===== src/rtl/spi_port_pkg.sv =====
package spi_port_pkg;
  localparam int OFF_CMD  = 'h00;
  localparam int OFF_MODE = 'h04;
  localparam int OFF_IEN  = 'h08;
  localparam int OFF_IDIS = 'h0C;
  localparam int OFF_STAT = 'h14;
  localparam int OFF_RHR  = 'h18;
  localparam int OFF_THR  = 'h1C;
  localparam int OFF_DIV  = 'h20;
  localparam int OFF_VER  = 'hFC;

  localparam int CMD_RX_RST = 2;
  localparam int CMD_TX_RST = 3;
  localparam int CMD_RX_ON  = 4;
  localparam int CMD_RX_OFF = 5;
  localparam int CMD_TX_ON  = 6;
  localparam int CMD_TX_OFF = 7;

  localparam logic [3:0] MASTER_CODE = 4'hE;
  localparam int MD_PHASE  = 8;
  localparam int MD_LOOP   = 15;
  localparam int MD_POL    = 16;
  localparam int MD_CKOUT  = 18;
  localparam int MD_WAITRD = 20;
  localparam logic [31:0] MODE_KEEP = 32'h0015_81CF;

  localparam int ST_RXRDY = 0;
  localparam int ST_TXRDY = 1;
  localparam int ST_OVR   = 5;
  localparam logic [31:0] IRQ_KEEP = 32'h0000_0023;
endpackage


===== src/rtl/spi_div_clamp.sv =====
module spi_div_clamp #(
  parameter int DIV_W   = 17,
  parameter int DIV_MIN = 6,
  parameter int DIV_MAX = 65536
) (
  input  logic [DIV_W-1:0] raw_i,
  output logic [DIV_W-1:0] div_o
);
  localparam logic [DIV_W-1:0] LO = DIV_W'(DIV_MIN);
  localparam logic [DIV_W-1:0] HI = DIV_W'(DIV_MAX);

  always_comb begin
    if (raw_i < LO)      div_o = LO;
    else if (raw_i > HI) div_o = HI;
    else                 div_o = raw_i;
  end
endmodule


===== src/rtl/spi_shift_engine.sv =====
module spi_shift_engine #(
  parameter int CHAR_W = 8,
  parameter int DIV_W  = 17
) (
  input  logic              clk_i,
  input  logic              rst_ni,
  input  logic              start_i,
  input  logic [CHAR_W-1:0] data_i,
  input  logic [DIV_W-1:0]  div_i,
  input  logic              cpol_i,
  input  logic              cpha_i,
  input  logic              ckout_i,
  input  logic              loop_i,
  input  logic              abort_i,
  input  logic              miso_i,
  output logic              busy_o,
  output logic              done_o,
  output logic [CHAR_W-1:0] rx_o,
  output logic              sck_o,
  output logic              mosi_o
);
  localparam int BIT_W = (CHAR_W > 1) ? $clog2(CHAR_W) : 1;
  localparam logic [BIT_W-1:0] LAST_BIT = BIT_W'(CHAR_W - 1);

  logic [DIV_W-1:0]  div_l, cnt;
  logic              half;
  logic [BIT_W-1:0]  bitn;
  logic [CHAR_W-1:0] tx_sh, rx_sh;
  logic [DIV_W-1:0]  h0_len, h1_len;
  logic              rx_in;

  // first half of each bit: data valid; second half: after sample point
  assign h0_len = div_l >> 1;
  assign h1_len = div_l - h0_len;
  assign rx_in  = loop_i ? tx_sh[CHAR_W-1] : miso_i;

  always_ff @(posedge clk_i or negedge rst_ni) begin
    if (!rst_ni) begin
      busy_o <= 1'b0;
      done_o <= 1'b0;
      div_l  <= '0;
      cnt    <= '0;
      half   <= 1'b0;
      bitn   <= '0;
      tx_sh  <= '0;
      rx_sh  <= '0;
    end else begin
      done_o <= 1'b0;
      if (abort_i) begin
        busy_o <= 1'b0;
      end else if (start_i && !busy_o) begin
        busy_o <= 1'b1;
        div_l  <= div_i;
        cnt    <= (div_i >> 1) - 1'b1;
        half   <= 1'b0;
        bitn   <= '0;
        tx_sh  <= data_i;
      end else if (busy_o) begin
        if (cnt != '0) begin
          cnt <= cnt - 1'b1;
        end else if (!half) begin
          rx_sh <= {rx_sh[CHAR_W-2:0], rx_in};
          half  <= 1'b1;
          cnt   <= h1_len - 1'b1;
        end else if (bitn == LAST_BIT) begin
          busy_o <= 1'b0;
          done_o <= 1'b1;
        end else begin
          bitn  <= bitn + 1'b1;
          tx_sh <= {tx_sh[CHAR_W-2:0], 1'b0};
          half  <= 1'b0;
          cnt   <= h0_len - 1'b1;
        end
      end
    end
  end

  assign sck_o  = cpol_i ^ (ckout_i & busy_o & (half ^ cpha_i));
  assign mosi_o = tx_sh[CHAR_W-1];
  assign rx_o   = rx_sh;
endmodule


===== src/rtl/spi_rx_hold.sv =====
module spi_rx_hold #(
  parameter int CHAR_W = 8
) (
  input  logic              clk_i,
  input  logic              rst_ni,
  input  logic              done_i,
  input  logic              rx_en_i,
  input  logic [CHAR_W-1:0] data_i,
  input  logic              rd_i,
  input  logic              clr_i,
  output logic [CHAR_W-1:0] rhr_o,
  output logic              rdy_o,
  output logic              ovr_o
);
  always_ff @(posedge clk_i or negedge rst_ni) begin
    if (!rst_ni) begin
      rhr_o <= '0;
      rdy_o <= 1'b0;
      ovr_o <= 1'b0;
    end else if (clr_i) begin
      rhr_o <= '0;
      rdy_o <= 1'b0;
      ovr_o <= 1'b0;
    end else if (done_i && rx_en_i) begin
      rhr_o <= data_i;
      rdy_o <= 1'b1;
      if (rdy_o && !rd_i) ovr_o <= 1'b1;
    end else if (rd_i) begin
      rdy_o <= 1'b0;
    end
  end
endmodule


===== src/rtl/spi_port_master.sv =====
module spi_port_master
  import spi_port_pkg::*;
#(
  parameter int          ADDR_W  = 8,
  parameter int          CHAR_W  = 8,
  parameter int          DIV_W   = 17,
  parameter int          DIV_MIN = 6,
  parameter int          DIV_MAX = 65536,
  parameter logic [31:0] VERSION = 32'h0000_0103
) (
  input  logic              clk_i,
  input  logic              rst_ni,
  input  logic [ADDR_W-1:0] bus_addr_i,
  input  logic              bus_wr_i,
  input  logic [31:0]       bus_wdata_i,
  input  logic              bus_rd_i,
  output logic [31:0]       bus_rdata_o,
  output logic              irq_o,
  output logic              sck_o,
  output logic              mosi_o,
  input  logic              miso_i
);
  logic [31:0]       mode_q, imask_q, status;
  logic [DIV_W-1:0]  div_q, div_clamped;
  logic              rx_en_q, tx_en_q;
  logic [CHAR_W-1:0] thr_q, rhr, eng_rx;
  logic              thr_full_q;
  logic              wr_cmd, wr_mode, wr_ien, wr_idis, wr_thr, wr_div, rd_rhr;
  logic              rx_rst, tx_rst, wr_thr_ok;
  logic              eng_busy, eng_done, tx_start, rxrdy, ovr, txrdy;
  logic              master_ok, waitrd;

  function automatic logic hit(input logic [ADDR_W-1:0] a, input int off);
    return a == ADDR_W'(off);
  endfunction

  assign wr_cmd  = bus_wr_i && hit(bus_addr_i, OFF_CMD);
  assign wr_mode = bus_wr_i && hit(bus_addr_i, OFF_MODE);
  assign wr_ien  = bus_wr_i && hit(bus_addr_i, OFF_IEN);
  assign wr_idis = bus_wr_i && hit(bus_addr_i, OFF_IDIS);
  assign wr_thr  = bus_wr_i && hit(bus_addr_i, OFF_THR);
  assign wr_div  = bus_wr_i && hit(bus_addr_i, OFF_DIV);
  assign rd_rhr  = bus_rd_i && hit(bus_addr_i, OFF_RHR);

  assign rx_rst    = wr_cmd && bus_wdata_i[CMD_RX_RST];
  assign tx_rst    = wr_cmd && bus_wdata_i[CMD_TX_RST];
  assign wr_thr_ok = wr_thr && tx_en_q;

  assign master_ok = (mode_q[3:0] == MASTER_CODE);
  assign waitrd    = mode_q[MD_WAITRD];
  assign tx_start  = thr_full_q && tx_en_q && !eng_busy && master_ok &&
                     !(waitrd && rxrdy) && !tx_rst;
  assign txrdy     = tx_en_q && !thr_full_q;

  spi_div_clamp #(.DIV_W(DIV_W), .DIV_MIN(DIV_MIN), .DIV_MAX(DIV_MAX)) u_clamp (
    .raw_i (bus_wdata_i[DIV_W-1:0]),
    .div_o (div_clamped)
  );

  always_ff @(posedge clk_i or negedge rst_ni) begin
    if (!rst_ni) begin
      mode_q     <= '0;
      imask_q    <= '0;
      div_q      <= DIV_W'(DIV_MIN);
      rx_en_q    <= 1'b0;
      tx_en_q    <= 1'b0;
      thr_q      <= '0;
      thr_full_q <= 1'b0;
    end else begin
      if (wr_mode) mode_q <= bus_wdata_i & MODE_KEEP;
      if (wr_div)  div_q  <= div_clamped;
      if (wr_ien)       imask_q <= imask_q | (bus_wdata_i & IRQ_KEEP);
      else if (wr_idis) imask_q <= imask_q & ~bus_wdata_i;
      if (wr_cmd) begin
        if (bus_wdata_i[CMD_RX_OFF])     rx_en_q <= 1'b0;
        else if (bus_wdata_i[CMD_RX_ON]) rx_en_q <= 1'b1;
        if (bus_wdata_i[CMD_TX_OFF])     tx_en_q <= 1'b0;
        else if (bus_wdata_i[CMD_TX_ON]) tx_en_q <= 1'b1;
      end
      if (tx_rst) begin
        thr_full_q <= 1'b0;
      end else if (wr_thr_ok) begin
        thr_q      <= bus_wdata_i[CHAR_W-1:0];
        thr_full_q <= 1'b1;
      end else if (tx_start) begin
        thr_full_q <= 1'b0;
      end
    end
  end

  spi_shift_engine #(.CHAR_W(CHAR_W), .DIV_W(DIV_W)) u_engine (
    .clk_i   (clk_i),
    .rst_ni  (rst_ni),
    .start_i (tx_start),
    .data_i  (thr_q),
    .div_i   (div_q),
    .cpol_i  (mode_q[MD_POL]),
    .cpha_i  (mode_q[MD_PHASE]),
    .ckout_i (mode_q[MD_CKOUT]),
    .loop_i  (mode_q[MD_LOOP]),
    .abort_i (tx_rst),
    .miso_i  (miso_i),
    .busy_o  (eng_busy),
    .done_o  (eng_done),
    .rx_o    (eng_rx),
    .sck_o   (sck_o),
    .mosi_o  (mosi_o)
  );

  spi_rx_hold #(.CHAR_W(CHAR_W)) u_rx (
    .clk_i   (clk_i),
    .rst_ni  (rst_ni),
    .done_i  (eng_done),
    .rx_en_i (rx_en_q),
    .data_i  (eng_rx),
    .rd_i    (rd_rhr),
    .clr_i   (rx_rst),
    .rhr_o   (rhr),
    .rdy_o   (rxrdy),
    .ovr_o   (ovr)
  );

  always_comb begin
    status = '0;
    status[ST_RXRDY] = rxrdy;
    status[ST_TXRDY] = txrdy;
    status[ST_OVR]   = ovr;
  end

  assign irq_o = |(status & imask_q);

  always_comb begin
    bus_rdata_o = '0;
    if (hit(bus_addr_i, OFF_MODE))      bus_rdata_o = mode_q;
    else if (hit(bus_addr_i, OFF_STAT)) bus_rdata_o = status;
    else if (hit(bus_addr_i, OFF_RHR))  bus_rdata_o = 32'(rhr);
    else if (hit(bus_addr_i, OFF_DIV))  bus_rdata_o = 32'(div_q);
    else if (hit(bus_addr_i, OFF_VER))  bus_rdata_o = VERSION;
  end
endmodule


===== config.mk =====
export PLATFORM = sky130hd
export DESIGN_NAME = spi_port_master
export DESIGN_NICKNAME = d
export VERILOG_FILES = /design/src/rtl/spi_port_pkg.sv /design/src/rtl/spi_div_clamp.sv /design/src/rtl/spi_shift_engine.sv /design/src/rtl/spi_rx_hold.sv /design/src/rtl/spi_port_master.sv
export SDC_FILE = /design/constraint.sdc
export NUM_CORES = 1
export LEC_CHECK = 0
export ABC_AREA = 0
export BUFFER_PORTS_ARGS = -buffer_cell sky130_fd_sc_hd__buf_2
export CORE_MARGIN = 5
export CORE_UTILIZATION = 46
export DETAILED_ROUTE_END_ITERATION = 7
export GPL_TIMING_DRIVEN = 1
export PLACE_DENSITY_LB_ADDON = 0.1
export REMOVE_ABC_BUFFERS = 1
export SLEW_MARGIN = 25
export SYNTH_ARGS = -nofsm -noshare
export SYNTH_HDL_FRONTEND = slang
export SYNTH_HIERARCHICAL = 1
export SYNTH_SLANG_ARGS = --single-unit

===== constraint.sdc =====
create_clock -name clk_i -period 2.8 [get_ports clk_i]
set_input_delay 0 -clock clk_i [delete_from_list [all_inputs] [get_ports clk_i]]
set_output_delay 0 -clock clk_i [all_outputs]
set_load 0.05 [all_outputs]

==> results by group, run 1 <==
Clock network
  • Clock Tree Buf Depth: 2
  • CTS tree: yes
  • Clock root cell: clkbuf_16
  • Clock transition at the registers of the reported paths: roughly 0.08 ns
  • Clock Latency Late Sink: ~0.36 ns
  • H-tree levels: 3
  • Post-CTS Repair Setup Buffers: 0
  • CTS Buf Count: 9
  • Sink Count: roughly 110

Timing
  • Max_slew headroom: 45.8%
  • Tcrit/Tclk final: 97.3%
  • Fin Clk Skew: 0.00783 ns
  • Minimum clock period: 2.72 ns
  • Least-Margin Pin Slew: just over 0.8 ns
  • Final Max Slew Viols: 0
  • Final setup viols: 0
  • Setup ws final: 0.0762 ns
  • RSZ-0062 raised after global routing: true
  • Fin. Hold Viols: 0
  • Fmax achieved: approximately 0.37 GHz

Setup path
  • Crit-path cells: inv_1 > buf_4 > ha_1 > nor2b_1 > o311a_1 > or4b_1 > a21oi_1 > nor3_1 > o311a_1 > o21ai_1
  • Critical Path Sink: u_engine/cnt[15]
  • Crit path max-delay family: compound AO/OA/AOI/OAI gates
  • Crit. End Element: flop
  • Depth of the most critical reg-to-reg path: 10
  • Crit path depth: 10
  • Largest stage delay, worst path: roughly 0.54 ns
  • Worst Path Buf+Inv: 2
  • Worst path most repeated cell: o311a_1
  • Critical path class: flop to flop
  • Worst setup SP type: flop
  • Worst path required time: ~3.1 ns
  • CP max FO: 4
  • Critical path origin: u_engine/div_l[1]
  • Reg2reg start: u_engine/div_l[1]
  • Worst r2r dst: u_engine/cnt[15]
  • Worst endpoint data arrival time: about 3.0 ns
  • Worst R2R Setup Slack: 0.08 ns
  • CP max stage cell: or4b_1

Drt
  • Wire per inst: between 15 and 20 um
  • Routed wire length: approximately 22000 um
  • DRT antenna net count: 0
  • DRT iter0 DRCs: slightly above 400
  • Drt drc: 0
  • Vias: 6327
  • Detailed Routing Iterations Pass 1: 5
  • Vias per inst: between 5 and 6

Yosys
  • Ys async rst share: 100%
  • Sequential area share after synthesis: a little over a third
  • Synth top area cells: dfrtp_1 35%, ha_1 6.4%, mux2_4 3.9%
  • Post-synth cell types: 93
  • Post-Syn Area: 0.00764 sq mm
  • Primary FF master, synth: dfrtp_1
  • Mapped Cells: ~800
  • Ys Warns: 6
  • Cell taking the most area after synthesis: dfrtp_1
  • Avg Inst Size Synth: between 9 and 10 sq um
  • Seq cells post-synth: 108
  • Share of the synthesized area in the top cell type: a little over a third
  • EDFF count, synth: 0

Power
  • Switching pwr: between 1000 and 1500 uW
  • Gate power share: 20.0%
  • Clock share of power: between 30 and 40%
  • Switching Share: a little under a third
  • P per Cell Area: ~440 mW/mm^2
  • Worst vdd ir: approximately 0.43 mV
  • Power Internal: ~2600 uW
  • Pleak: 0.00409 uW
  • Flop pwr share: between 40% and 50%

Layout
  • Commonest non-fill, non-tap cell in the layout: dfrtp_1
  • Commonest cells after routing, fill and taps aside: 106 x dfrtp_1, 75 x nand2_1, 53 x buf_4
  • Post-route insts no fill: about 1100
  • Fin nets: 992
  • Fraction of layout cells with a size suffix above 1: between 20% and 30%
  • Ant diodes: 0
  • Area Growth Syn to Fin: 15.5%

Floorplanning
  • I/O pin total: 80
  • Initial core utilization: between 40% and 50%
  • Die Width: about 140 um
  • Rows: 47
  • Chip Height: between 100 and 150 um
  • Core ar.: between 0.015 and 0.02 sq mm
  • Total Die Area: roughly 0.019 sq mm

Placed design
  • Port Buffers: 53
  • Dpl cells: between 1000 and 1500
  • Final Wtd Congestion: around 0.94
  • Pre-CTS setup slack: -0.0933 ns
  • Post-DP HPWL: between 15000 and 20000 um

GRT
  • Remaining global-route overflow: 0
  • Largest net degree at the start of global routing: 43
  • First-pass GRT wire length: roughly 35000 um
  • Vias in the first global route: approximately 6400
  • Total Routing Usage GR: a little under a quarter
  • Initial antenna violation count: 0

Run
  • Max-Cap Viols: 0

Worst hold path
  • Hold-critical path depth: 2
  • Hold Crit Class: primary input to flop

Run status
  • Outcome: complete, no violations
==> layout make-up <==
type / instances / area, sq um
fillers: 1546 / 7640
inverters: 46 / 173
clock inverters: 7 / 68.8
multi-input cells: 617 / 4510
repair buffers: 125 / 868
flip-flops and latches: 108 / 2710
well taps: 220 / 275
clock buffers: 9 / 225
==> kinds of logic after synthesis <==
family | synth area share (%)
AO/OA/AOI/OAI | 17.0
buffers and inverters | 6.49
adder cells (fa/ha/maj) | 6.65
AND/OR/NAND/NOR | 20.5
other | 0.0491
multiplexers | 8.79
flip-flops | 35.4
XOR/XNOR | 5.16
==> synthesized netlist by cell type (3+ instances only) <==
| cell type | instances |
|---|---|
| ha_1 | 39 |
| a21boi_0 | 3 |
| mux2_1 | 7 |
| o21ai_0 | 33 |
| o21ai_1 | 10 |
| nor3b_1 | 7 |
| a21bo_2 | 8 |
| a22o_1 | 9 |
| dfrtp_1 | 106 |
| a22oi_1 | 6 |
| mux2_4 | 20 |
| mux2_2 | 18 |
| nand3_1 | 26 |
| o211ai_1 | 8 |
| and2_1 | 23 |
| nor2_1 | 46 |
| buf_6 | 6 |
| a21oi_2 | 3 |
| o22ai_1 | 5 |
| nor4_4 | 4 |
| inv_1 | 45 |
| nor3_1 | 25 |
| buf_4 | 18 |
| nand4_1 | 7 |
| xor2_1 | 11 |
| a21oi_1 | 45 |
| xnor2_1 | 34 |
| o21bai_1 | 4 |
| o221ai_1 | 3 |
| nand2_1 | 75 |
| nor4b_1 | 4 |
| nor4_1 | 5 |
| or4b_4 | 3 |
| a211oi_1 | 4 |
| or4_1 | 5 |
| nand2b_1 | 9 |
| or3_1 | 5 |
| mux2i_1 | 9 |
| a31oi_1 | 8 |
| and3_1 | 3 |
| buf_2 | 5 |
| o31ai_1 | 6 |
| a21o_1 | 6 |
| nor2b_1 | 6 |
| clkbuf_1 | 14 |
==> worst register-to-register path, cell delays in order, from the launching register on <==
cell	delay, ns
dfrtp_1	0.38
inv_1	0.07
buf_4	0.15
ha_1	0.29
nor2b_1	0.06
o311a_1	0.32
or4b_1	0.54
a21oi_1	0.31
nor3_1	0.12
o311a_1	0.30
o21ai_1	0.12
==> layer usage <==
metal	global-route usage [%]	vias up	wire length (um)	part of all wire (%)
li1	-	3054	-	-
met1	30.3	3051	9660	44
met2	38.6	193	10700	49
met3	3.86	29	1030	4.7
met4	5.66	0	453	2.1
met5	0	-	0	0
==> sequential cells by signal, indices dropped and copies added, names as in the netlist, 8 cells and up, named ones only <==
register and count:
thr_q 8, u_engine/tx_sh 8, mode_q 11, u_engine/rx_o 8, u_rx/rhr_o 8, u_engine/cnt 17
div_q 17, u_engine/div_l 17
==> power by group through the flow <==
stage	logic, uW	clock network [uW]	registers (uW)
floorplan	509	0	1800
global placement	742	0	1810
detailed placement	748	0	1820
CTS	773	1330	1790
global route	859	1390	1810
finish	772	1290	1800
==> repair_timing <==
action                                  4_1_cts  5_1_grt
hold buffers                                 19        0
resized for setup                             1        3
endpoints found under the setup margin        1       12
endpoints found under the hold margin        62        0
pin swaps                                     0        1
==> how the worst min path moves through the flow <==
| stage | startpoint | to | slack (ns) |
|---|---|---|---|
| 2_1_floorplan | rst_ni | async pin | -0.30 |
| 3_3_place_gp | rst_ni | u_engine/div_l[6] | 0.06 |
| 3_5_place_dp | rst_ni | u_engine/div_l[6] | 0.06 |
| 4_1_cts | bus_wdata_i[16] | mode_q[16] | 0.004 |
| 5_1_grt | bus_wdata_i[16] | mode_q[16] | 0.01 |
| 6_report | bus_wdata_i[16] | mode_q[16] | 0.005 |
==> stage by stage <==
stage | utilization [%] | TNS [ns] | power [uW] | hold slack [ns] | cell area [sq um]
after floorplan | - | -7.20 | 2300 | -0.296 | 7360
after global placement | 50.5 | -0.118 | 2560 | 0.0586 | 8320
after detailed placement | 50.5 | -0.0933 | 2570 | 0.0636 | 8320
after CTS | 53.5 | 0 | 3900 | 0.00418 | 8810
after global routing | 53.6 | -0.0789 | 4060 | 0.0138 | 8820
final | 53.6 | 0 | 3860 | 0.00536 | 8820
Note: power is estimated with default switching activity, not from simulation.
==> inputs of run 2 (changes only) <==
--- a/config.mk
+++ b/config.mk
@@ -11,7 +11,7 @@
 export CORE_UTILIZATION = 46
 export DETAILED_ROUTE_END_ITERATION = 7
 export GPL_TIMING_DRIVEN = 1
-export PLACE_DENSITY_LB_ADDON = 0.1
+export PLACE_DENSITY = 0.64
 export REMOVE_ABC_BUFFERS = 1
 export SLEW_MARGIN = 25
 export SYNTH_ARGS = -nofsm -noshare
==> constraint.sdc (replaced) <==
create_clock -name clk_i -period 2.8 [get_ports clk_i]
set_input_delay 0 -clock clk_i [delete_from_list [all_inputs] [get_ports clk_i]]
set_output_delay 0 -clock clk_i [all_outputs]
set_load 0.005 [all_outputs]
==> run 2 against run 1 <==
Effect of this change: hold slack improved by 0.0070 ns; sequential share of layout area grew 0.39 points; via count is 1.4% lower; register-to-register slack hardly changed; largest cell class unchanged; core utilization down 0.67 points; maximum frequency is 0.12% lower; wire length shrank 3.5%; combinational power shrank 8.3%.
==> results by group, run 2 (same netlist as run 1, synthesis figures left out) <==
Setup path
  • CP max stage cell: or4b_1
  • Worst setup SP type: flop
  • Critical path class: flop to flop
  • Worst path most repeated cell: o311a_1
  • Worst R2R Setup Slack: 0.07 ns (about the same)
  • Worst endpoint data arrival time: 3.01 ns (about the same)
  • Crit path max-delay family: compound AO/OA/AOI/OAI gates
  • Largest stage delay, worst path: 0.53 ns (about the same)
  • Crit. End Element: flop
  • Worst path required time: 3.08 ns (about the same)
  • Worst Path Buf+Inv: 1 (-1)
  • CP max FO: 5 (+1)
  • Crit-path cells: inv_1 > ha_1 > nor2b_1 > o311a_1 > or4b_1 > a21oi_1 > nor3_1 > o311a_1 > o21ai_1

Drt
  • Detailed Routing Iterations Pass 1: 4 (-1)
  • DRT iter0 DRCs: 461 (+13%)
  • Vias per inst: 5.59 (about the same)
  • Routed wire length: 21100 um (-3.5%)
  • Wire per inst: 18.9 um (-2.2%)
  • DRT antenna net count: 0 (unchanged)
  • Vias: 6239 (-1.4%)
  • Drt drc: 0 (unchanged)

Timing
  • WHS: 0.0123 ns (+0.00698 ns)
  • Fin. Hold Viols: 0 (unchanged)
  • RSZ-0062 raised after global routing: false
  • Minimum clock period: 2.73 ns (+0.00334 ns)
  • Setup ws final: 0.0729 ns (-0.00334 ns)
  • Fin Clk Skew: 0.0109 ns (+0.00307 ns)
  • Final Max Slew Viols: 0 (unchanged)
  • Final setup viols: 0 (unchanged)
  • Least-Margin Pin Slew: 0.714 ns (-0.0926 ns)
  • Max_slew headroom: 52.0% (+6.1 points)
  • Tcrit/Tclk final: 97.4% (+0.12 points)
  • Fmax achieved: 0.367 GHz (-0.12%)

Run status
  • Outcome: complete, no violations

Layout
  • Final core utilization: 52.9% (-0.67 points)
  • Ant diodes: 0 (unchanged)
  • Post-route insts no fill: 1117 (-1.3%)
  • Area Growth Syn to Fin: 14.0%
  • Area of the multi-input gates: 0.00451 sq mm (+0.17%)
  • Fin nets: 978 (-1.4%)
  • Top flop regs: div_q (17), u_engine/cnt (17), u_engine/div_l (17)
  • Sequential cell area: 0.00271 sq mm (unchanged)
  • Filler instances: 1504 (-2.7%)
  • Fraction of layout cells with a size suffix above 1: 21.4% (-1.5 points)
  • Commonest cells after routing, fill and taps aside: 106 x dfrtp_1, 75 x nand2_1, 52 x buf_2
  • Commonest non-fill, non-tap cell in the layout: dfrtp_1

Placed design
  • Pre-CTS setup slack: 0.0826 ns (+0.176 ns)
  • Port Buffers: 53 (unchanged)
  • Final Wtd Congestion: 0.912 (-2.8%)
  • Dpl cells: 1080 (-1.5%)
  • Post-DP HPWL: 15600 um (-5.1%)

GRT
  • Vias in the first global route: 6221 (-3.0%)
  • Initial antenna violation count: 0 (unchanged)
  • Largest net degree at the start of global routing: 52 (+21%)
  • Total Routing Usage GR: 22.1% (-0.64 points)
  • First-pass GRT wire length: 34500 um (-2.5%)
  • Remaining global-route overflow: 0 (unchanged)

Floorplanning
  • Core ar.: 0.0165 sq mm (unchanged)
  • Initial core utilization: 46.4% (unchanged)
  • Chip Height: 139 um (unchanged)
  • Die Width: 139 um (unchanged)
  • Rows: 47 (unchanged)
  • Total Die Area: 0.0193 sq mm (unchanged)
  • I/O pin total: 80 (unchanged)

Clock network
  • Sink Count: 108 (unchanged)
  • Clock root cell: clkbuf_16
  • Post-CTS Repair Setup Buffers: 0 (unchanged)
  • Clock transition at the registers of the reported paths: 0.08 ns (about the same)
  • CTS Buf Count: 9 (unchanged)
  • Clock Latency Late Sink: 0.36 ns (about the same)
  • Clock Tree Buf Depth: 2 (unchanged)
  • H-tree levels: 3 (unchanged)
  • CTS tree: yes

Power
  • Clock share of power: 33.1% (-0.4 points)
  • Gate power share: 18.8% (-1.2 points)
  • Switching Share: 30.9% (-1.1 points)
  • Total power: 3770 uW (-2.4%)
  • Power Internal: 2600 uW (-0.85%)
  • P per Cell Area: 432 mW/mm^2 (-1.2%)
  • Pleak: 0.00401 uW (-1.9%)
  • Flop pwr share: 48.1% (+1.6 points)
  • Worst vdd ir: 0.358 mV (-17%)
  • Switching pwr: 1160 uW (-5.8%)

Worst hold path
  • Hold Crit Class: primary input to flop

Run
  • Max-Cap Viols: 0 (unchanged)
==> run 2: cell type report <==
type / instances / share of cell area [%]
Clock buffer: 10 / 2.63
Clock inverter: 5 / 0.517
Inverter: 46 / 1.98
Multi-Input combinational cell: 617 / 51.8
Sequential cell: 108 / 31.1
Tap cell: 220 / 3.16
Timing Repair Buffer: 111 / 8.85
==> run 2: timing repair <==
action                                  CTS  global route
resized for setup                         0             7
hold buffers                             22             0
endpoints found under the setup margin    0            11
hold endpoints to repair                 74             0
==> run 2: through the flow <==
stage          cell area, sq um  setup TNS (ns)
3_5_place_dp               8190               0
4_1_cts                    8690               0
3_3_place_gp               8190               0
5_1_grt                    8710               0
6_report                   8710               0
2_1_floorplan              7360           -7.20
==> run 2: path summary, 6_finish.rpt <==
kind                                   start                  to  cells past startpoint
setup / recovery           u_engine/div_l[2]    u_engine/cnt[15]                      9
hold / removal               bus_wdata_i[11]           div_q[11]                      3
setup reg to reg           u_engine/div_l[2]    u_engine/cnt[15]                      9
hold reg to reg                     thr_q[0]   u_engine/tx_sh[0]                      2
max in group asynchronous             rst_ni  u_engine/div_l[16]                      3
min in group asynchronous             rst_ni  u_engine/div_l[10]                      2
==> run 2: tightest hold or removal path, stage by stage <==
cell and delay, ns:
buf_2 0.10, and2_1 0.12, mux2_4 0.13
==> run 2: metal layers <==
metal  up-vias  GRT usage [%]  routed length, um
li1       3035              -                  -
met1      3003           31.0               9930
met2       172           35.8               9920
met3        29           3.14                834
met4         0           6.23                418
met5         -              0                  0
==> run 2: power by group through the flow <==
| stage | Sequential, uW | Clock (uW) | Combinational (uW) |
|---|---|---|---|
| floorplan | 1800 | 0 | 469 |
| global placement | 1830 | 0 | 669 |
| detailed placement | 1830 | 0 | 672 |
| CTS | 1810 | 1270 | 701 |
| global route | 1820 | 1340 | 784 |
| finish | 1810 | 1250 | 708 |
